**src/rtl/sock_unit_pkg.sv**
```systemverilog
package sock_unit_pkg;

    localparam int DATA_W = 8;
    localparam int ADDR_W = 3;
    localparam int NUM_EV = 2;

    localparam logic [ADDR_W-1:0] A_MODE  = 3'd0;
    localparam logic [ADDR_W-1:0] A_CMD   = 3'd1;
    localparam logic [ADDR_W-1:0] A_FLAGS = 3'd2;
    localparam logic [ADDR_W-1:0] A_STAT  = 3'd3;
    localparam logic [ADDR_W-1:0] A_MASK  = 3'd4;

    localparam logic [DATA_W-1:0] C_OPEN  = 8'h01;
    localparam logic [DATA_W-1:0] C_CLOSE = 8'h10;
    localparam logic [DATA_W-1:0] C_SEND  = 8'h20;
    localparam logic [DATA_W-1:0] C_RECV  = 8'h40;

    localparam logic [DATA_W-1:0] M_RAW_ALL  = 8'h04;
    localparam logic [DATA_W-1:0] M_RAW_FILT = 8'h44;

    localparam logic [DATA_W-1:0] S_CLOSED = 8'h00;
    localparam logic [DATA_W-1:0] S_RAW    = 8'h42;

    typedef enum logic [2:0] {
        ACT_NONE,
        ACT_OPEN,
        ACT_CLOSE,
        ACT_SEND,
        ACT_RECV
    } act_e;

    typedef struct packed {
        logic open;
        logic close;
        logic send;
        logic recv;
    } act_pulse_t;

    // Event index to flag bit position: 0 -> send finished, 1 -> frame received
    function automatic int ev_bitpos(input int idx);
        case (idx)
            0:       return 4;
            1:       return 2;
            default: return 0;
        endcase
    endfunction

    function automatic act_e decode_cmd(input logic [DATA_W-1:0] code,
                                        input logic [DATA_W-1:0] mode,
                                        input logic              opened);
        act_e a;
        a = ACT_NONE;
        if (code == C_OPEN) begin
            if (mode == M_RAW_ALL || mode == M_RAW_FILT) a = ACT_OPEN;
        end else if (opened) begin
            if (code == C_CLOSE)     a = ACT_CLOSE;
            else if (code == C_SEND) a = ACT_SEND;
            else if (code == C_RECV) a = ACT_RECV;
        end
        return a;
    endfunction

    function automatic act_pulse_t act_to_pulse(input act_e a);
        act_pulse_t p;
        p       = '0;
        p.open  = (a == ACT_OPEN);
        p.close = (a == ACT_CLOSE);
        p.send  = (a == ACT_SEND);
        p.recv  = (a == ACT_RECV);
        return p;
    endfunction

endpackage

```
**src/rtl/sock_cmd_ctrl.sv**
```systemverilog
module sock_cmd_ctrl
    import sock_unit_pkg::*;
#(
    parameter int DW = DATA_W
) (
    input  logic          clk,
    input  logic          rst,
    input  logic          cmd_we,
    input  logic [DW-1:0] cmd_wdata,
    input  logic [DW-1:0] mode_q,
    input  logic          op_done,
    output logic [DW-1:0] cmd_q,
    output logic [DW-1:0] status_q,
    output act_pulse_t    pulse_q
);

    act_e pend_q;
    logic quick_q;
    act_e dec;

    assign dec = decode_cmd(cmd_wdata, mode_q, status_q == S_RAW);

    always_ff @(posedge clk) begin
        if (rst) begin
            cmd_q    <= '0;
            status_q <= S_CLOSED;
            pend_q   <= ACT_NONE;
            quick_q  <= 1'b0;
            pulse_q  <= '0;
        end else begin
            pulse_q <= '0;
            if (cmd_q == '0) begin
                if (cmd_we) begin
                    cmd_q   <= cmd_wdata;
                    pulse_q <= act_to_pulse(dec);
                    pend_q  <= dec;
                    quick_q <= (dec == ACT_NONE);
                end
            end else if (quick_q) begin
                cmd_q   <= '0;
                quick_q <= 1'b0;
            end else if (op_done) begin
                cmd_q  <= '0;
                pend_q <= ACT_NONE;
                if (pend_q == ACT_OPEN)  status_q <= S_RAW;
                if (pend_q == ACT_CLOSE) status_q <= S_CLOSED;
            end
        end
    end

    // at most one action at a time
    p_one_action_r4: assert property (@(posedge clk) disable iff (rst)
        $onehot0(pulse_q));

    // a pulse lasts one cycle
    p_pulse_single_r2: assert property (@(posedge clk) disable iff (rst)
        (|pulse_q) |=> !(|pulse_q));

    // the command register is busy whenever an action is issued
    p_busy_on_pulse_r3: assert property (@(posedge clk) disable iff (rst)
        (|pulse_q) |-> (cmd_q != '0));

    // status moves only on a completion
    p_status_on_done_r2: assert property (@(posedge clk) disable iff (rst)
        !$stable(status_q) |-> $past(op_done));

endmodule

```
**src/rtl/sock_evt_flags.sv**
```systemverilog
module sock_evt_flags
    import sock_unit_pkg::*;
#(
    parameter int NEV = NUM_EV
) (
    input  logic           clk,
    input  logic           rst,
    input  logic           clr_we,
    input  logic [NEV-1:0] clr_sel,
    input  logic [NEV-1:0] ev,
    output logic [NEV-1:0] flag_q
);

    for (genvar i = 0; i < NEV; i++) begin : g_flag
        always_ff @(posedge clk) begin
            if (rst) flag_q[i] <= 1'b0;
            else     flag_q[i] <= (flag_q[i] & ~(clr_we & clr_sel[i])) | ev[i];
        end

        // an event always leaves its flag set
        p_evt_sticky_r10: assert property (@(posedge clk) disable iff (rst)
            ev[i] |=> flag_q[i]);

        // a clearing write with no event drops the flag
        p_w1c_clear_r9: assert property (@(posedge clk) disable iff (rst)
            (clr_we && clr_sel[i] && !ev[i]) |=> !flag_q[i]);
    end

endmodule

```
**src/rtl/sock_irq_out.sv**
```systemverilog
module sock_irq_out
    import sock_unit_pkg::*;
#(
    parameter int NEV = NUM_EV
) (
    input  logic           clk,
    input  logic           rst,
    input  logic           mask_en,
    input  logic [NEV-1:0] flags,
    output logic           irq_n
);

    assign irq_n = ~(mask_en & (|flags));

    // a cleared mask keeps the pin inactive
    p_mask_quiet_r11: assert property (@(posedge clk) disable iff (rst)
        !mask_en |-> irq_n);

    // with no flag pending the pin is inactive
    p_no_flag_quiet_r11: assert property (@(posedge clk) disable iff (rst)
        (flags == '0) |-> irq_n);

endmodule

```
**src/rtl/sock_cmd_irq_unit.sv**
```systemverilog
module sock_cmd_irq_unit
    import sock_unit_pkg::*;
#(
    parameter int DW  = DATA_W,
    parameter int AW  = ADDR_W,
    parameter int NEV = NUM_EV
) (
    input  logic          clk,
    input  logic          rst,
    input  logic          reg_we,
    input  logic [AW-1:0] reg_addr,
    input  logic [DW-1:0] reg_wdata,
    output logic [DW-1:0] reg_rdata,
    input  logic          op_done,
    input  logic          ev_send_ok,
    input  logic          ev_rx,
    output logic          act_open,
    output logic          act_close,
    output logic          act_send,
    output logic          act_recv,
    output logic          irq_n
);

    logic [DW-1:0]  mode_q;
    logic           mask_q;
    logic [DW-1:0]  cmd_q;
    logic [DW-1:0]  status_q;
    act_pulse_t     pulse;
    logic [NEV-1:0] flag_q;
    logic [NEV-1:0] clr_sel;
    logic [NEV-1:0] ev_vec;
    logic [DW-1:0]  flag_byte;

    always_ff @(posedge clk) begin
        if (rst) begin
            mode_q <= '0;
            mask_q <= 1'b0;
        end else if (reg_we) begin
            if (reg_addr == A_MODE) mode_q <= reg_wdata;
            if (reg_addr == A_MASK) mask_q <= reg_wdata[0];
        end
    end

    assign ev_vec = NEV'({ev_rx, ev_send_ok});

    always_comb begin
        clr_sel   = '0;
        flag_byte = '0;
        for (int i = 0; i < NEV; i++) begin
            clr_sel[i]              = reg_wdata[ev_bitpos(i)];
            flag_byte[ev_bitpos(i)] = flag_q[i];
        end
    end

    sock_cmd_ctrl #(.DW(DW)) u_ctrl (
        .clk       (clk),
        .rst       (rst),
        .cmd_we    (reg_we && reg_addr == A_CMD),
        .cmd_wdata (reg_wdata),
        .mode_q    (mode_q),
        .op_done   (op_done),
        .cmd_q     (cmd_q),
        .status_q  (status_q),
        .pulse_q   (pulse)
    );

    sock_evt_flags #(.NEV(NEV)) u_flags (
        .clk     (clk),
        .rst     (rst),
        .clr_we  (reg_we && reg_addr == A_FLAGS),
        .clr_sel (clr_sel),
        .ev      (ev_vec),
        .flag_q  (flag_q)
    );

    sock_irq_out #(.NEV(NEV)) u_irq (
        .clk     (clk),
        .rst     (rst),
        .mask_en (mask_q),
        .flags   (flag_q),
        .irq_n   (irq_n)
    );

    assign act_open  = pulse.open;
    assign act_close = pulse.close;
    assign act_send  = pulse.send;
    assign act_recv  = pulse.recv;

    always_comb begin
        case (reg_addr)
            A_MODE:  reg_rdata = mode_q;
            A_CMD:   reg_rdata = cmd_q;
            A_FLAGS: reg_rdata = flag_byte;
            A_STAT:  reg_rdata = status_q;
            A_MASK:  reg_rdata = {{(DW-1){1'b0}}, mask_q};
            default: reg_rdata = '0;
        endcase
    end

    // the mode register follows a write to its offset
    p_mode_write_r12: assert property (@(posedge clk) disable iff (rst)
        (reg_we && reg_addr == A_MODE) |=> (mode_q == $past(reg_wdata)));

endmodule

```
**config.mk**
```make
export PLATFORM = sky130hd
export DESIGN_NAME = sock_cmd_irq_unit
export DESIGN_NICKNAME = d
export VERILOG_FILES = /design/src/rtl/sock_unit_pkg.sv /design/src/rtl/sock_cmd_ctrl.sv /design/src/rtl/sock_evt_flags.sv /design/src/rtl/sock_irq_out.sv /design/src/rtl/sock_cmd_irq_unit.sv
export SDC_FILE = /design/constraint.sdc
export NUM_CORES = 1
export LEC_CHECK = 0
export BUFFER_PORTS_ARGS = -buffer_cell sky130_fd_sc_hd__clkbuf_2
export CAP_MARGIN = 20
export CORE_ASPECT_RATIO = 1.75
export CORE_MARGIN = 1.5
export CORE_UTILIZATION = 24
export CTS_CLUSTER_SIZE = 30
export DETAILED_ROUTE_END_ITERATION = 6
export GPL_TIMING_DRIVEN = 0
export PLACE_DENSITY = 0.48
export SLEW_MARGIN = 0
export SYNTH_ARGS = -nofsm -noshare
export SYNTH_HDL_FRONTEND = slang
export SYNTH_HIERARCHICAL = 1
export SYNTH_SLANG_ARGS = --single-unit
export TNS_END_PERCENT = 10
```
**constraint.sdc**
```tcl
create_clock -name clk -period 2.5 [get_ports clk]
set_input_delay 0.5 -clock clk [delete_from_list [all_inputs] [get_ports clk]]
set_output_delay 0.5 -clock clk [all_outputs]
set_load 0.005 [all_outputs]
```
======== Word level (Yosys, flattened, before mapping) ========
Cells that the tools add are included.
storage, ports and cells
  register bits ........................... 35
  input port bits ......................... 17
  output and inout bits ................... 13
  logic and storage cells ................. 78
cells by class
  equality and inequality tests ........... 19
  mux-type cells .......................... 17
  bitwise logic cells ..................... 13
  reductions and logical operators ........ 17
operators by type and width
  kind                                           number
  two-way mux 8 bit                              6
  one-hot mux 8 bit (5 select lines)             1
  two-way mux 3 bit                              9
  == test 8 x 7 -> 1 bit, second input constant  3
  == test 3 x 2 -> 1 bit, second input constant  5
  == test 3 x 1 -> 1 bit, second input constant  3
  == test 8 x 1 -> 1 bit, second input constant  1
  == test 8 x 3 -> 1 bit, second input constant  1
  == test 8 x 5 -> 1 bit, second input constant  1
  == test 8 x 6 -> 1 bit, second input constant  1
  zero test 8 bit                                1
  == test 3 bit, second input constant           2
  zero test 3 bit                                2
  inverter 1 bit                                 6
  AND reduction 2 bit                            3
  AND 1 bit                                      5
  AND reduction 4 bit                            1
  nonzero test 2 bit                             2
  OR reduction 2 bit                             2
  AND reduction 3 bit                            1
  nonzero test 3 bit                             1
  OR reduction 3 bit                             1
  logical AND 1 bit                              2
  != test 2 x 1 -> 1 bit, second input constant  1
  4 further kinds                                5

======== Longest topological paths before layout ========
Gate-level depths: netlist of the first run.
  word-level depth ........................ 8
  depth in mapped cells ................... 6
  mapped depth without buffers ............ 4

======== Modules after synthesis ========
The synthesis of the first run kept the hierarchy.
by module, submodules not included
  module             instances  cells each  area each (um^2)
  sock_cmd_ctrl      1          84          818.3
  sock_cmd_irq_unit  1          70          744.5
  sock_evt_flags     1          8           72.6
  sock_irq_out       1          1           5.0

======== Worst setup path after synthesis of the first run ========
No wires, ideal clock.
  kind .................................... input port to flip-flop
  from .................................... input port reg_addr[0]
  to ...................................... register u_ctrl.pend_q[2]
  setup time .............................. 0.075 ns
  arrival time ............................ 2.134 ns
  path slack .............................. 0.291 ns
  stages on the path ...................... 6
  path buffers ............................ 2
  cells stage by stage .................... buf_6 -> buf_6 -> nor4bb_1 -> nor4b_4 -> nand2_1 -> o22ai_1
between the ends
  word-level cells in the longest chain between the ends .. 4
ends and longest elaborated chain
  item                                     RTL line                 text
  start, declared                          sock_cmd_irq_unit.sv:11  input logic [AW-1:0] reg_addr,
  == test 3 x 1 -> 1 bit                   sock_cmd_irq_unit.sv:58  .cmd_we (reg_we && reg_addr == A_CMD),
  logical AND 1 bit                        sock_cmd_irq_unit.sv:58
  != test 2 x 1 -> 1 bit (no source line)  n/a
  AND reduction 3 bit (no source line)     n/a
  end signal, assigned                     sock_cmd_ctrl.sv:27      pend_q <= ACT_NONE;
  end signal, assigned                     sock_cmd_ctrl.sv:36      pend_q <= dec;
  end signal, assigned                     sock_cmd_ctrl.sv:44      pend_q <= ACT_NONE;
  end, declared                            sock_cmd_ctrl.sv:17      act_e pend_q;
Every way passes these cells.
A chain may end at the register's enable or synchronous reset.

======== Worst setup path in the final report of the first run ========
  from .................................... input port reg_addr[1]
  to ...................................... output port reg_rdata[2]
between the ends
  word-level cells in the longest chain between the ends .. 2
  elaborated cells on any way between the ends .. 6
ends and longest elaborated chain
  item                                         RTL line                 text
  == test 3 bit, or another cell as far along  sock_cmd_irq_unit.sv:90  case (reg_addr)
  one-hot mux 8 bit (5 select lines) *         sock_cmd_irq_unit.sv:90
  end, declared                                sock_cmd_irq_unit.sv:13  output logic [DW-1:0] reg_rdata,
Mark *: on every way between the ends. The rest lies on a longest branch, timed or not.

==> flow_metrics.tcl, run 1 <==
set metrics [dict create \
    drt-vias-per-instance 4.70 \
    period_utilisation_layout_pct 77.7 \
    final_max_slew_viol_count 0 \
    post_synth_edffs 0 \
    tritoncts "done" \
    met3_usage_pct 0.902 \
    hold_ws_ns 0.460 \
    synthXorXnorAreaFrac_pct 0.534 \
    drive_above_1_share_pct 29.9 \
    grt_setup_unrepaired "no" \
    run_status "completed" \
    pre_cts_slack_ns 0.265 \
    placeable_core_region_sq_um 6590 \
    whs_path_depth 2 \
    post_synth_inst_count 163 \
    clk_root_buffer_cell "sky130_fd_sc_hd__clkbuf_16" \
    final_cell_mix "sky130_fd_sc_hd__clkbuf_2 (28), sky130_fd_sc_hd__dfxtp_1 (28), sky130_fd_sc_hd__nand2b_1 (18)" \
    hpwl_detailed_um 3330 \
    finish.net_count 219 \
    synth-adder-area-share_pct 0 \
    area_delta_synth_final_pct 22.7 \
    timing.hold.worst.start "u_ctrl/pend_q[2]" \
    postRouteAntennaNets 0 \
    r2r_slack_ns 0.59 \
    drt_pass1_iterations 4 \
    cp-start-kind "input pin" \
    critical_path_end_type "output port" \
    drt_iter0_drc 29 \
    drc_errors 0 \
    number_of_global_route_vias_before_repair 1381 \
    cts_inserted_buffers 3 \
    antenna_found_initial 0 \
    holdCritPathClass "flop to flop" \
    ys.warnings.count 6 \
    synth_compound_area_share_pct 16.7 \
    synth_seq_cells 28 \
    final.setup.tns_ns 0 \
    ctsHoldBuffers 0 \
    power.switching_fraction_pct 22.6 \
    power_density_nw_per_um2 550 \
    ctsHtreeMaxLevel 1 \
    async_flop_share_pct 0 \
    worst-slew-pin-transition_ns 0.579 \
    ant_diodes 0 \
    hold_end "u_ctrl/pend_q[2]" \
    grt_util_met1_pct 13.9 \
    post_synth_instance_area_sq_um 1640 \
    start_util_pct 24.9 \
    global_route_wire_length_before_repair_um 6920 \
    postSynthAreaPerCell_sq_um 10.1 \
    die_height_um 112 \
    gp_congestion 0.728 \
    post_cts.repair.setup_buffers 0 \
    resized_gates_after_cts 0 \
    regToRegEndpoint "u_ctrl/pulse_q[2]" \
    max-cap-violations 0 \
    maxSlewHeadroom_pct 61.0 \
    grtUsageTotal_pct 12.0 \
    r2r.worst_path.cells 5 \
    crit_required_ns 2.00 \
    die_area_sq_um 7360 \
    power.clock.fraction_pct 43.2 \
    use_met2_pct 22.3 \
    port-buffer-count 28 \
    critical_path_class "input pin to output port" \
    clk_skew_ns 0.00523 \
    std_cell_rows 39 \
    floorplan.io_pins 30 \
    global_route.peak_usage_layer "met2" \
    clock_sink_count 28 \
    post_drt_wl_per_cell_um 14.4 \
    combinationalPowerShare_pct 14.6 \
    clock_latency_ns 0.26 \
    critical_path.max_fanout 5 \
    power.leakage_uw 0.000813 \
    grt_overflow 0 \
    finalCriticalPeriod_ns 1.94 \
    synth_mux_area_share_pct 12.8 \
    cts_buffer_depth 2 \
    dominant_combinational_cell_family_by_area_after_synthesis "simple AND/OR/NAND/NOR gates" \
    rr_startpoint "u_ctrl/cmd_q[2]" \
    seq_area_frac_synth_pct 34.2 \
    clk_pin_slew_ns 0.07 \
    synth_simple_gate_area_share_pct 26.8 \
    final_hold_violations 0 \
    via_count 1331 \
    achievable-frequency_mhz 514 \
    post-route-worst-setup-slack_ns 0.556 \
    netlist-cell-type-count 49 \
    power_report.internal_total_uw 855 \
    pwr-share-seq_pct 42.2 \
    max_vdd_drop_v 0.000308 \
    die_w_um 65.5 \
    ys.flop_type "sky130_fd_sc_hd__dfxtp_1" \
    final.fill_count 717 \
    final-setup-viol-count 0 \
    totalWireLength_um 4060 \
    switching_power_uw 250 \
    worst-endpoint-arrival_ns 1.44 \
    grt_max_degree 17 \
]
-- worst max-delay path by stage --
| stage | from | end | slack (ns) | cells after the start |
|---|---|---|---|---|
| 6_report | reg_addr[1] | reg_rdata[2] | 0.56 | 4 |
| 5_1_grt | reg_addr[2] | u_ctrl/pulse_q[2] | 0.32 | 6 |
| 4_1_cts | reg_addr[1] | reg_rdata[2] | 0.54 | 4 |
| 3_5_place_dp | reg_addr[2] | u_ctrl/pulse_q[2] | 0.26 | 6 |
| 3_3_place_gp | reg_addr[2] | u_ctrl/pulse_q[2] | -0.45 | 6 |
| 2_1_floorplan | reg_addr[0] | u_ctrl/pend_q[2] | 0.29 | 6 |
-- kinds of logic after synthesis --
| logic type | Yosys count |
|---|---|
| compound gates | 35 |
| xor+xnor | 1 |
| buf+inv | 21 |
| flops | 28 |
| mux | 18 |
| other cells | 1 |
| simple gates | 59 |
-- cells in the mapped netlist (all sizes together) (3+ instances only) --
cell    instances  share of area, %
nand2b         18               6.9
inv             6               1.4
buf            13               6.9
a211oi          5               2.3
a22o            6               3.2
nor4b           3               3.3
nor2b           3               2.1
nor2           11               2.5
dfxtp          28                34
nor3            4               1.2
mux2i          15               9.2
o21ai           5               1.5
a21boi          5               2.3
nor4bb          4               3.4
-- area by class of cell --
class                      instances  area (sq um)  area share (%)
clock inverter                     1          30.0            1.49
buffer                            15           121            6.03
clock buffer                       3          75.1            3.73
tap                               82           103            5.10
timing repair buffer              29           145            7.21
sequential                        28           561            27.9
inverter                           6          22.5            1.12
multi-input combinational        119           955            47.5
-- power groups by stage --
| stage | clock [uW] | sequential (uW) | combinational [uW] |
|---|---|---|---|
| detailed placement | 0 | 477 | 163 |
| finish | 477 | 467 | 161 |
| floorplan | 0 | 473 | 113 |
| global route | 508 | 469 | 178 |
| global placement | 0 | 477 | 162 |
| CTS | 489 | 467 | 164 |
-- metrics by stage --
step	utilization (%)	power (uW)	instances	cell area [sq um]
global route	30.5	1160	283	2010
global placement	28.9	639	278	1900
CTS	30.5	1120	283	2010
floorplan	-	586	168	1660
detailed placement	28.9	641	279	1910
finish	30.5	1110	283	2010
-- critical path: stages --
cell	delay (ns)
sky130_fd_sc_hd__clkbuf_2	0.18
sky130_fd_sc_hd__mux4_2	0.52
sky130_fd_sc_hd__nor2b_4	0.14
sky130_fd_sc_hd__clkbuf_2	0.11
-- routing by layer --
layer  share of wire, %  routed length, um
met5                  0                  0
met4                1.8                 75
met3                2.1                 86
met2                 56               2260
met1                 40               1640
-- sequential cells by signal, indices dropped and copies added, names as in the netlist --
signal,cells
mode_q,8
u_ctrl/pend_q,3
u_ctrl/quick_q,1
u_ctrl/status_q,1
u_flags/flag_q,2
u_ctrl/pulse_q,4
u_ctrl/cmd_q,8
mask_q,1
Note: power is estimated with default switching activity, not from simulation.
==> inputs of run 2 (changes only) <==
==> constraint.sdc (replaced) <==
create_clock -name clk -period 2 [get_ports clk]
set_input_delay 0.4 -clock clk [delete_from_list [all_inputs] [get_ports clk]]
set_output_delay 0.4 -clock clk [all_outputs]
set_load 0.005 [all_outputs]
==> flow_metrics.tcl, run 2 (synthesis results as in run 1) <==
set metrics [dict create \
    drt_pass1_iterations 4 \
    global_route_wire_length_before_repair_um 6710 \
    layout.cells.non_filler 284 \
    clock_sink_count 28 \
    final_hold_violations 0 \
    ctsHoldBuffers 0 \
    achievable-frequency_mhz 542 \
    drive_above_1_share_pct 30.7 \
    ant_diodes 0 \
    grt_overflow 0 \
    critical_path_end_type "flop" \
    final-setup-viol-count 0 \
    final_cell_mix "sky130_fd_sc_hd__clkbuf_2 (28), sky130_fd_sc_hd__dfxtp_1 (28), sky130_fd_sc_hd__nand2b_1 (18)" \
    post_drt_wl_per_cell_um 14.4 \
    maxSlewHeadroom_pct 65.8 \
    post-route-worst-setup-slack_ns 0.154 \
    max-cap-violations 0 \
    die_area_sq_um 7360 \
    cts_inserted_buffers 3 \
    worst-endpoint-arrival_ns 2.05 \
    final_max_slew_viol_count 0 \
    hold_ws_ns 0.390 \
    port-buffer-count 28 \
    totalWireLength_um 4090 \
    cts_buffer_depth 2 \
    number_of_global_route_vias_before_repair 1343 \
    die_w_um 65.5 \
    via_count 1352 \
    start_util_pct 24.9 \
    drc_errors 0 \
    tritoncts "done" \
    postLayoutCoreUtil_pct 30.9 \
    clock_latency_ns 0.27 \
    critical_path_class "flop to flop" \
    std_cell_rows 39 \
    postRouteAntennaNets 0 \
    hpwl_detailed_um 3360 \
    area_delta_synth_final_pct 24.2 \
    period_utilisation_layout_pct 92.3 \
    final.fill_count 714 \
    clk_root_buffer_cell "sky130_fd_sc_hd__clkbuf_16" \
    holdCritPathClass "input pin to flop" \
    clk_skew_ns 0.00716 \
    finish.net_count 220 \
    finalCriticalPeriod_ns 1.85 \
    power.leakage_uw 0.000828 \
    final.setup.tns_ns 0 \
    floorplan.io_pins 30 \
    pre_cts_slack_ns -0.486 \
    run_status "completed" \
    crit_chain "or4_1, or3_4, a21oi_4, a22o_1" \
    cp-start-kind "flop" \
    crit_required_ns 2.21 \
    cp_slowest_stage_delay_ns 0.67 \
    gp_congestion 0.770 \
    cp.buffers_inverters 0 \
    drt-vias-per-instance 4.76 \
    critical_path.max_fanout 6 \
    grt_max_degree 17 \
    grt_setup_unrepaired "no" \
    grtUsageTotal_pct 11.7 \
    worst-slew-pin-transition_ns 0.508 \
    largest_registers "mode_q (8), u_ctrl/cmd_q (8), u_ctrl/pulse_q (4)" \
    power_density_nw_per_um2 680 \
    clk_pin_slew_ns 0.07 \
    placeable_core_region_sq_um 6590 \
    dp.cells 278 \
    antenna_found_initial 0 \
    max_vdd_drop_v 0.000362 \
    cp_top_family "simple AND/OR/NAND/NOR gates" \
    ctsHtreeMaxLevel 1 \
    cpMaxStageDelayCell "sky130_fd_sc_hd__or4_1" \
    die_height_um 112 \
    drt_iter0_drc 36 \
]
-- run 2: cell count changes in the layout (fill, tap and decap cells not counted), sizes merged --
cell	change
buf	+1
-- run 2: timing repair --
action,CTS,global route
setup buffers,0,2
resized for setup,1,0
pin swaps,0,1
setup endpoints to repair,11,5
-- run 2: worst register-to-register path, stage by stage (launching register included) --
cell                      delay (ns)
sky130_fd_sc_hd__dfxtp_1        0.34
sky130_fd_sc_hd__or4_1          0.68
sky130_fd_sc_hd__or3_4          0.39
sky130_fd_sc_hd__a21oi_4        0.22
sky130_fd_sc_hd__a22o_1         0.16
-- run 2: report_power, final --
group / switching (uW) / internal, uW / leakage (uW)
sequential: 13.0 / 570 / 0.000227
clock: 196 / 399 / 0.0000511
combinational: 103 / 103 / 0.000550
total: 313 / 1070 / 0.000828
-- run 2: per-stage QoR --
step                      power (uW)  area, sq um
final                           1380         2040
after global routing            1440         2040
after CTS                       1400         2020
after detailed placement         801         1910
after global placement           799         1910
after floorplan                  733         1670
-- run 2: metal layers --
metal  wire length [um]  track usage (%)  share of wire, %
met1               1620             12.3                40
met2               2340             23.1                57
met3                 76             1.00               1.9
met4                 55             3.75               1.3
met5                  0                0                 0
-- run 2: worst paths after layout --
kind,cells past startpoint,endpoint,slack (ns),startpoint
worst max-delay path,4,u_ctrl/cmd_q[5],0.15,u_ctrl/cmd_q[6]
worst min-delay path,3,u_flags/flag_q[1],0.39,ev_rx
worst max register to register,4,u_ctrl/cmd_q[5],0.15,u_ctrl/cmd_q[6]
worst min register to register,2,u_ctrl/pend_q[2],0.46,u_ctrl/pend_q[2]
-- run 2: final cells by class --
cell class,instances,area (sq um),share of cell area (%)
clock buffer,3,75.1,3.69
tap,82,103,5.04
inverter,6,22.5,1.11
multi-input combinational,119,970,47.6
timing repair buffer,30,155,7.62
sequential,28,561,27.5
clock inverter,1,30.0,1.47
buffer,15,121,5.96
